--- src/rtl/mdu8_pkg.sv ---
package mdu8_pkg;
  typedef enum logic {
    OP_MUL = 1'b0,
    OP_DIV = 1'b1
  } mdu_op_e;
endpackage

--- src/rtl/mdu8_ctrl.sv ---
module mdu8_ctrl #(
  parameter int STEPS = 8
) (
  input  logic clk,
  input  logic rst_n,
  input  logic start,
  output logic load,
  output logic step,
  output logic last,
  output logic busy,
  output logic done
);
  localparam int CW = $clog2(STEPS + 1);

  logic          busy_q, busy_d;
  logic          done_q, done_d;
  logic [CW-1:0] cnt_q, cnt_d;

  // next state
  always_comb begin
    load   = start & ~busy_q;
    step   = busy_q;
    last   = busy_q && (cnt_q == CW'(STEPS - 1));
    busy_d = busy_q;
    cnt_d  = cnt_q;
    done_d = last;
    if (load) begin
      busy_d = 1'b1;
      cnt_d  = '0;
    end else if (busy_q) begin
      cnt_d = cnt_q + CW'(1);
      if (last) busy_d = 1'b0;
    end
  end

  // registers
  always_ff @(posedge clk or negedge rst_n) begin
    if (!rst_n) begin
      busy_q <= 1'b0;
      done_q <= 1'b0;
      cnt_q  <= '0;
    end else begin
      busy_q <= busy_d;
      done_q <= done_d;
      cnt_q  <= cnt_d;
    end
  end

  assign busy = busy_q;
  assign done = done_q;

  p_done_single_r6: assert property (@(posedge clk) disable iff (!rst_n)
    done_q |=> !done_q);
  p_accept_idle_r6: assert property (@(posedge clk) disable iff (!rst_n)
    (start && !busy_q) |=> busy_q);
  p_start_ignored_r7: assert property (@(posedge clk) disable iff (!rst_n)
    (busy_q && !last) |=> (busy_q && !done_q));
  p_done_after_busy_r6: assert property (@(posedge clk) disable iff (!rst_n)
    done_q |-> ($past(busy_q) && !busy_q));
endmodule

--- src/rtl/mdu8_step.sv ---
module mdu8_step #(
  parameter int W = 8
) (
  input  logic         is_div,
  input  logic [W-1:0] hi,
  input  logic [W-1:0] lo,
  input  logic [W-1:0] opnd,
  output logic [W-1:0] hi_n,
  output logic [W-1:0] lo_n
);
  logic [W:0]   msum;
  logic [W:0]   dsh;
  logic [W:0]   ddif;
  logic         fits;

  always_comb begin
    // multiply: conditional add of the multiplier, then shift right
    msum = {1'b0, hi} + (lo[0] ? {1'b0, opnd} : '0);
    // divide: shift the partial remainder left, trial subtract
    dsh  = {hi, lo[W-1]};
    ddif = dsh - {1'b0, opnd};
    fits = (dsh >= {1'b0, opnd});
    if (is_div) begin
      hi_n = fits ? ddif[W-1:0] : dsh[W-1:0];
      lo_n = {lo[W-2:0], fits};
    end else begin
      hi_n = msum[W:1];
      lo_n = {msum[0], lo[W-1:1]};
    end
  end
endmodule

--- src/rtl/mdu8_seq.sv ---
module mdu8_seq
  import mdu8_pkg::*;
#(
  parameter int W = 8
) (
  input  logic         clk,
  input  logic         rst_n,
  input  logic         start,
  input  logic         op_div,
  input  logic [W-1:0] a_in,
  input  logic [W-1:0] b_in,
  output logic         busy,
  output logic         done,
  output logic [W-1:0] a_out,
  output logic [W-1:0] b_out,
  output logic         cy_out,
  output logic         ov_out
);
  logic         load, step, last;
  mdu_op_e      op_q, op_d;
  logic [W-1:0] hi_q, hi_d, lo_q, lo_d, m_q, m_d, keep_q, keep_d;
  logic [W-1:0] hi_n, lo_n;
  logic [W-1:0] ra_q, ra_d, rb_q, rb_d;
  logic         cy_q, cy_d, ov_q, ov_d;

  mdu8_ctrl #(.STEPS(W)) u_ctrl (
    .clk(clk), .rst_n(rst_n), .start(start),
    .load(load), .step(step), .last(last), .busy(busy), .done(done)
  );

  mdu8_step #(.W(W)) u_step (
    .is_div(op_q == OP_DIV), .hi(hi_q), .lo(lo_q), .opnd(m_q),
    .hi_n(hi_n), .lo_n(lo_n)
  );

  // working registers: next state
  always_comb begin
    op_d   = op_q;
    hi_d   = hi_q;
    lo_d   = lo_q;
    m_d    = m_q;
    keep_d = keep_q;
    if (load) begin
      op_d   = op_div ? OP_DIV : OP_MUL;
      hi_d   = '0;
      lo_d   = a_in;
      m_d    = b_in;
      keep_d = a_in;
    end else if (step) begin
      hi_d = hi_n;
      lo_d = lo_n;
    end
  end

  // result registers: next state, written only on the final step
  always_comb begin
    ra_d = ra_q;
    rb_d = rb_q;
    cy_d = cy_q;
    ov_d = ov_q;
    if (last) begin
      cy_d = 1'b0;
      if (op_q == OP_MUL) begin
        ra_d = lo_n;
        rb_d = hi_n;
        ov_d = |hi_n;
      end else if (m_q == '0) begin
        ra_d = keep_q;
        rb_d = m_q;
        ov_d = 1'b1;
      end else begin
        ra_d = lo_n;
        rb_d = hi_n;
        ov_d = 1'b0;
      end
    end
  end

  always_ff @(posedge clk or negedge rst_n) begin
    if (!rst_n) begin
      op_q   <= OP_MUL;
      hi_q   <= '0;
      lo_q   <= '0;
      m_q    <= '0;
      keep_q <= '0;
      ra_q   <= '0;
      rb_q   <= '0;
      cy_q   <= 1'b0;
      ov_q   <= 1'b0;
    end else begin
      op_q   <= op_d;
      hi_q   <= hi_d;
      lo_q   <= lo_d;
      m_q    <= m_d;
      keep_q <= keep_d;
      ra_q   <= ra_d;
      rb_q   <= rb_d;
      cy_q   <= cy_d;
      ov_q   <= ov_d;
    end
  end

  assign a_out  = ra_q;
  assign b_out  = rb_q;
  assign cy_out = cy_q;
  assign ov_out = ov_q;

  p_hold_results_r8: assert property (@(posedge clk) disable iff (!rst_n)
    !done |-> ($stable(a_out) && $stable(b_out) && $stable(cy_out) && $stable(ov_out)));
  p_mul_overflow_r3: assert property (@(posedge clk) disable iff (!rst_n)
    (done && op_q == OP_MUL) |-> (ov_out == (b_out != '0)));
  p_div_zero_r5: assert property (@(posedge clk) disable iff (!rst_n)
    (done && op_q == OP_DIV && m_q == '0) |-> (ov_out && a_out == keep_q && b_out == '0));
  p_div_remainder_r4: assert property (@(posedge clk) disable iff (!rst_n)
    (done && op_q == OP_DIV && m_q != '0) |-> (b_out < m_q && !ov_out));
endmodule

--- config.mk ---
export PLATFORM = sky130hd
export DESIGN_NAME = mdu8_seq
export DESIGN_NICKNAME = d
export VERILOG_FILES = /design/src/rtl/mdu8_pkg.sv /design/src/rtl/mdu8_ctrl.sv /design/src/rtl/mdu8_step.sv /design/src/rtl/mdu8_seq.sv
export SDC_FILE = /design/constraint.sdc
export NUM_CORES = 1
export LEC_CHECK = 0
export ABC_CLOCK_PERIOD_IN_PS = 7820
export CORE_MARGIN = 8
export CORE_UTILIZATION = 50
export CTS_BUF_LIST = sky130_fd_sc_hd__clkbuf_8
export DETAILED_ROUTE_END_ITERATION = 10
export PLACE_DENSITY = 0.79
export SETUP_SLACK_MARGIN = 0.4
export SYNTH_ARGS = -nofsm -noshare
export SYNTH_HDL_FRONTEND = slang
export SYNTH_SLANG_ARGS = --single-unit
--- constraint.sdc ---
create_clock -name clk -period 7.82 [get_ports clk]
set_input_delay 1.564 -clock clk [delete_from_list [all_inputs] [get_ports clk]]
set_output_delay 1.564 -clock clk [all_outputs]
set_load 0.01 [all_outputs]
==> results of run 1 <==
-- cell families after synthesis --
kind of cell	Yosys count	synth area share (%)
AO/OA/AOI/OAI	112	21.4
AND/OR/NAND/NOR	104	14.6
flip-flops	56	42.0
buffers and inverters	37	4.31
multiplexers	23	7.35
adder cells (fa/ha/maj)	19	7.57
XOR/XNOR	10	2.62
other	1	0.112
-- worst max-delay path: cells and delay by family --
kind          cells  cell delay [ns]
buf+inv           3             1.41
mux               1             0.37
simple gates      1             0.15
-- registers in the layout (all words and copies together), names as in the netlist --
| register | flops |
|---|---|
| hi_q | 8 |
| m_q | 8 |
| a_out | 8 |
| u_ctrl.cnt_q | 4 |
| b_out | 8 |
| u_ctrl.done | 1 |
| keep_q | 8 |
| ov_out | 1 |
| u_ctrl.busy | 1 |
| lo_q | 8 |
| op_q | 1 |
-- power groups by stage --
stage	Clock [W]	Combinational [W]	Sequential, W
2_1_floorplan	0	0.000943	0.000542
3_3_place_gp	0	0.00123	0.000574
3_5_place_dp	0	0.00127	0.000577
4_1_cts	0.000175	0.00128	0.000573
5_1_grt	0.000187	0.00144	0.000595
6_report	0.000173	0.00128	0.000574
-- placed cells by master (no fill, tap or decap), types with 2 or more instances in the layout --
master / n
dfrtp_1: 56
nand2_1: 41
o21ai_0: 40
clkdlybuf4s50_1: 37
nor2_1: 24
a21oi_1: 22
inv_1: 20
ha_1: 17
a211oi_1: 14
mux2_2: 12
mux2i_1: 11
nor2b_1: 11
and2_1: 8
xnor2_1: 6
nand3_1: 5
clkbuf_8: 5
a22o_1: 4
o21a_1: 4
o31a_1: 4
o211ai_1: 4
xor2_1: 4
buf_4: 4
nor4_1: 3
a21o_1: 3
nor3_1: 3
a31oi_1: 3
o21ai_1: 2
and3_1: 2
nand2b_1: 2
o22ai_1: 2
o311a_1: 2
fa_1: 2
-- worst paths after layout --
path | from | end | slack, ns
worst min register to register | a_out[5]$_DFFE_PN0P_ | a_out[5]$_DFFE_PN0P_ | 0.49
worst max-delay path | start | keep_q[7]$_DFFE_PN0P_ | 4.53
min in group asynchronous | rst_n | m_q[4]$_DFFE_PN0P_ | 1.34
worst max register to register | hi_q[5]$_DFFE_PN0P_ | b_out[5]$_DFFE_PN0P_ | 4.77
max in group asynchronous | rst_n | b_out[5]$_DFFE_PN0P_ | 5.98
worst min-delay path | a_out[5]$_DFFE_PN0P_ | a_out[5]$_DFFE_PN0P_ | 0.49
-- cell type report --
cell class	count	share of cell area [%]
well taps	77	2.49
multi-input cells	269	46.3
inverters	20	1.94
repair buffers	42	10.5
flip-flops and latches	56	36.2
clock buffers	5	1.78
clock inverters	3	0.712
-- per-layer routing --
metal,GRT usage (%),share of wire (%),vias to the layer above
met2,26.8,46,71
met5,0,0,-
met1,22.3,47,1327
li1,-,-,1346
met4,5.71,1.7,0
met3,3.49,5.0,10
-- stage by stage --
step | total power (W) | area (um^2) | std cells
after floorplan | 0.00149 | 3340 | 362
after global placement | 0.00181 | 3770 | 464
after detailed placement | 0.00185 | 3770 | 464
after CTS | 0.00203 | 3870 | 472
after global routing | 0.00222 | 3870 | 472
final | 0.00203 | 3870 | 472
==> flow_summary_export.csv, run 1 <==
group,metric,value,unit
yosys,synth_cell_types,46,
clocking,post_cts_resized,0,
setup_path,crit_chain,"clkdlybuf4s50_1 > inv_1 > nor2_1 > buf_4 > mux2_2",
die,core_area,6390,um^2
power_and_ir_drop,leakagePower,1.68,nW
yosys,syn_nets,401,
power_and_ir_drop,power_density,525,nW/um^2
timing,setup_viol,0,
final_layout,areaGrowthSynthToFinish,15.9,%
die,io_pins,40,
setup_path,critPathSlowestCell,"clkdlybuf4s50_1",
yosys,synth.most_common_cell,"dfrtp_1",
yosys,synth_edf_count,0,
yosys,ys_ff_latch,56,
final_layout,utilization,60.5,%
timing,slew_headroom,32.3,%
setup_path,critPathMaxFanout,25,
setup_path,cp.arrival,3.51,ns
place,gp_congestion,0.909,
power_and_ir_drop,seqPwrFrac,28.3,%
global_route,grt_pass1_wl,13.5,mm
yosys,synth_ff_type,"dfrtp_1",
power_and_ir_drop,p_int,0.00109,W
routing,ant_nets,0,
clocking,worstSkewPairLatency,0.33,ns
routing,num_vias,2754,
final_layout,regArea,1400,um^2
place,port_buffers,38,
die,start_util,52.3,%
timing,final.setup_skew,0.0119,ns
yosys,netlist_top_cells_count,"dfrtp_1, nand2_1, o21ai_0, nor2_1, a21oi_1",
status,status,"finished clean",
global_route,grtUsageTotal,16.9,%
final_layout,multi_input_area,1790,um^2
clocking,cts.clk_slew.worst_paths,0.12,ns
flow_run,maxCapViolations,0,
power_and_ir_drop,p_sw,0.000937,W
setup_path,critPathRequiredTime,8.03,ns
timing,finalWorstSetupSlack,4.53,ns
global_route,grt_antenna_before_repair,0,
timing,fin_tns_setup,0,ns
setup_path,reg2regPathDepth,8,
global_route,grt_overflow,0,
yosys,synth_top_area_share,42.0,%
yosys,async_reset_ff_share,100,%
worst_hold_path,hold_class,"flop to flop",
die,die_h,97.7,um
global_route,grt_pass1_vias,2796,
clocking,cts_tree,"done",
die,die_area,9540,um^2
timing,worstMarginPinSlew,1.02,ns
final_layout,drive_gt1_share,7.34,%
yosys,yosysSeqAreaShare,42.0,%
routing,drt_iter0_markers,186,
clocking,hold_buffers,0,
routing,wire_per_inst,16.8,um
setup_path,end_kind,"flop",
timing,hold_viol,0,
yosys,synthCells,362,
die,num_rows,29,
power_and_ir_drop,peakVddDrop,305,uV
global_route,grt_max_degree,57,
clocking,post-cts-setup-buffer-count,0,
final_layout,n_antenna_cell,0,
yosys,synth_area_leaders,"dfrtp_1, ha_1, o21ai_0",
timing,slew_violations,0,
clocking,htreeDepth,2,
timing,whs,0.494,ns
power_and_ir_drop,switching_share,46.2,%
yosys,ys_warn_count,0,
final_layout,final_nets,433,
timing,rsz0062_at_grt,"no",
yosys,syn_avg_cell_area,9.22,um^2
place,dp.final_hpwl,5.92,mm
clocking,numClockSinks,56,
yosys,syn-cell-area,3340,um^2
yosys,yosysTopAreaCell,"dfrtp_1",
timing,max_freq,304,MHz
setup_path,startpoint_type,"input pin",
setup_path,path_class,"input pin to flop",
timing,post-route-min-period,3.29,ns
worst_hold_path,worstHoldPathCells,2,
clocking,cts_buffer_depth,2,
final_layout,fill_cells,557,
power_and_ir_drop,comb_power_share,63.2,%
power_and_ir_drop,clock_power_share,8.5,%
place,place_ws,4.22,ns
die,die_w,97.7,um
setup_path,slowest_delay,0.91,ns
routing,drcViolationCount,0,
clocking,root_buffer,"clkbuf_8",
routing,drt_pass1_iterations,4,
routing,routed_via_density,5.83,
clocking,cts_buffers,5,
timing,post-route-period-util,42.1,%
routing,wirelength,7.92,mm
No activity file was read; power rests on OpenSTA's default activity.
==> inputs of run 2 (changes only) <==
ABC_CLOCK_PERIOD_IN_PS = 3360   (was 7820)
clock period = 3.36 ns   (was 7.82 ns; I/O delays follow)
==> run 2 against run 1 <==
Combinational power rose by 140%. Critical path depth rose by 4. Global-route usage rose by 0.059 points. Flip-flop and latch count did not move. Die area did not move. First-iteration DRC count fell by 0.54%. Sequential share of layout area fell by 0.24 points.
==> flow_summary_export.csv, run 2 (synthesized netlist as in run 1, its figures left out) <==
group,metric,value,unit
final_layout,n_antenna_cell,0,
clocking,cts_tree,"done",
setup_path,reg2regPathDepth,9,
final_layout,areaGrowthSynthToFinish,16.7,%
setup_path,path_class,"flop to flop",
global_route,grt_antenna_before_repair,0,
clocking,post-cts-setup-buffer-count,0,
routing,wire_per_inst,16.9,um
timing,hold_viol,0,
timing,final.setup_skew,0.0102,ns
timing,whs,0.418,ns
timing,post-route-min-period,2.76,ns
clocking,worstSkewPairLatency,0.32,ns
timing,slew_violations,0,
setup_path,end_kind,"flop",
die,die_h,97.7,um
power_and_ir_drop,switching_share,46.2,%
die,io_pins,40,
power_and_ir_drop,p_int,0.00257,W
setup_path,rrSetupSlack,0.60,ns
power_and_ir_drop,peakVddDrop,686,uV
timing,post-route-period-util,82.0,%
global_route,grt_overflow,0,
status,status,"finished clean",
place,dp.final_hpwl,6.17,mm
setup_path,r2r-start,"m_q[6]$_DFFE_PN0P_",
routing,drt_pass1_iterations,4,
place,place_ws,0.607,ns
routing,routed_via_density,5.80,
timing,fin_tns_setup,0,ns
die,core_area,6390,um^2
routing,drt_iter0_markers,185,
timing,rsz0062_at_grt,"no",
timing,setup_viol,0,
power_and_ir_drop,leakagePower,1.70,nW
routing,wirelength,8.02,mm
routing,drcViolationCount,0,
power_and_ir_drop,comb_power_share,64.0,%
die,die_w,97.7,um
clocking,cts_buffer_depth,2,
timing,slew_headroom,46.4,%
worst_hold_path,hold_class,"input pin to async pin",
timing,max_freq,363,MHz
final_layout,drive_gt1_share,8.52,%
setup_path,timing.rr.end,"b_out[5]$_DFFE_PN0P_",
final_layout,utilization,61.0,%
power_and_ir_drop,seqPwrFrac,27.8,%
setup_path,critPathRequiredTime,3.60,ns
global_route,grt_pass1_vias,2709,
final_layout,layout_commonest_cell,"dfrtp_1",
global_route,grt_pass1_wl,13.4,mm
die,num_rows,29,
power_and_ir_drop,clock_power_share,8.3,%
final_layout,final_cell_mix,"dfrtp_1, nand2_1, o21ai_0, clkdlybuf4s50_1, nor2_1",
clocking,root_buffer,"clkbuf_8",
setup_path,cp.arrival,2.99,ns
setup_path,startpoint_type,"flop",
place,gp_congestion,0.868,
clocking,cts_buffers,5,
final_layout,final_nets,437,
clocking,htreeDepth,2,
clocking,post_cts_resized,0,
flow_run,maxCapViolations,0,
place,port_buffers,38,
clocking,cts.clk_slew.worst_paths,0.11,ns
timing,worstMarginPinSlew,0.805,ns
setup_path,critPathMaxFanout,7,
clocking,hold_buffers,0,
die,start_util,52.3,%
global_route,grt_max_degree,36,
power_and_ir_drop,p_sw,0.00220,W
routing,num_vias,2763,
power_and_ir_drop,power_density,1220,nW/um^2
timing,finalWorstSetupSlack,0.604,ns
die,die_area,9540,um^2
routing,ant_nets,0,
global_route,grtUsageTotal,17.0,%
final_layout,fill_cells,543,
clocking,numClockSinks,56,
==> run 2: changes by cell type in the layout (fill, tap and decap cells not counted) <==
cell      delta
buf_4        +4
inv_6        +2
clkinv_4     -1
dfrtp_1      -1
dfrtp_2      +1
inv_8        -1
==> run 2: metal layers <==
metal | share of wire, % | vias up | GRT usage (%)
li1 | - | 1351 | -
met1 | 47 | 1313 | 23.7
met2 | 45 | 90 | 25.9
met3 | 6.1 | 9 | 3.27
met4 | 1.1 | 0 | 4.43
met5 | 0 | - | 0
==> run 2: worst max-delay path by stage <==
stage / startpoint / endpoint / slack, ns
finish: m_q[6]$_DFFE_PN0P_ / b_out[5]$_DFFE_PN0P_ / 0.60
detailed placement: lo_q[0]$_DFFE_PN0P_ / b_out[5]$_DFFE_PN0P_ / 0.61
CTS: lo_q[0]$_DFFE_PN0P_ / b_out[5]$_DFFE_PN0P_ / 0.57
floorplan: lo_q[0]$_DFFE_PN0P_ / b_out[5]$_DFFE_PN0P_ / 0.90
global placement: lo_q[0]$_DFFE_PN0P_ / b_out[5]$_DFFE_PN0P_ / 0.68
global route: lo_q[0]$_DFFE_PN0P_ / b_out[5]$_DFFE_PN0P_ / 0.45
==> run 2: per-stage QoR <==
stage | cell area (um^2) | cells | total power, W
2_1_floorplan | 3340 | 362 | 0.00346
3_3_place_gp | 3800 | 468 | 0.00425
3_5_place_dp | 3800 | 468 | 0.00435
4_1_cts | 3890 | 476 | 0.00475
5_1_grt | 3890 | 476 | 0.00518
6_report | 3890 | 476 | 0.00477
==> run 2: final cells by class <==
class                           count  area [um^2]  share of cell area, %
Clock buffer                        5         68.8                   1.77
Clock inverter                      3         25.0                  0.642
Inverter                           20         75.1                   1.93
Multi-Input combinational cell    269         1790                   46.0
Sequential cell                    56         1400                   36.0
Tap cell                           77         96.3                   2.47
Timing Repair Buffer               46          435                   11.2
==> run 2: worst max-delay path: stages (launching register included) <==
cell and delay [ns]:
dfrtp_1 0.41, inv_1 0.07, ha_1 0.34, a21o_1 0.18, a211o_1 0.32, a211oi_4 0.33, nand3b_1 0.16, o311a_1 0.18
o41a_1 0.46, o31ai_2 0.21
==> run 2: power by group through the flow <==
stage	registers, W	logic (W)	clock network, W
global placement	0.00131	0.00294	0
global route	0.00137	0.00338	0.000423
detailed placement	0.00133	0.00302	0
CTS	0.00132	0.00303	0.000403
floorplan	0.00126	0.00220	0
finish	0.00132	0.00305	0.000394
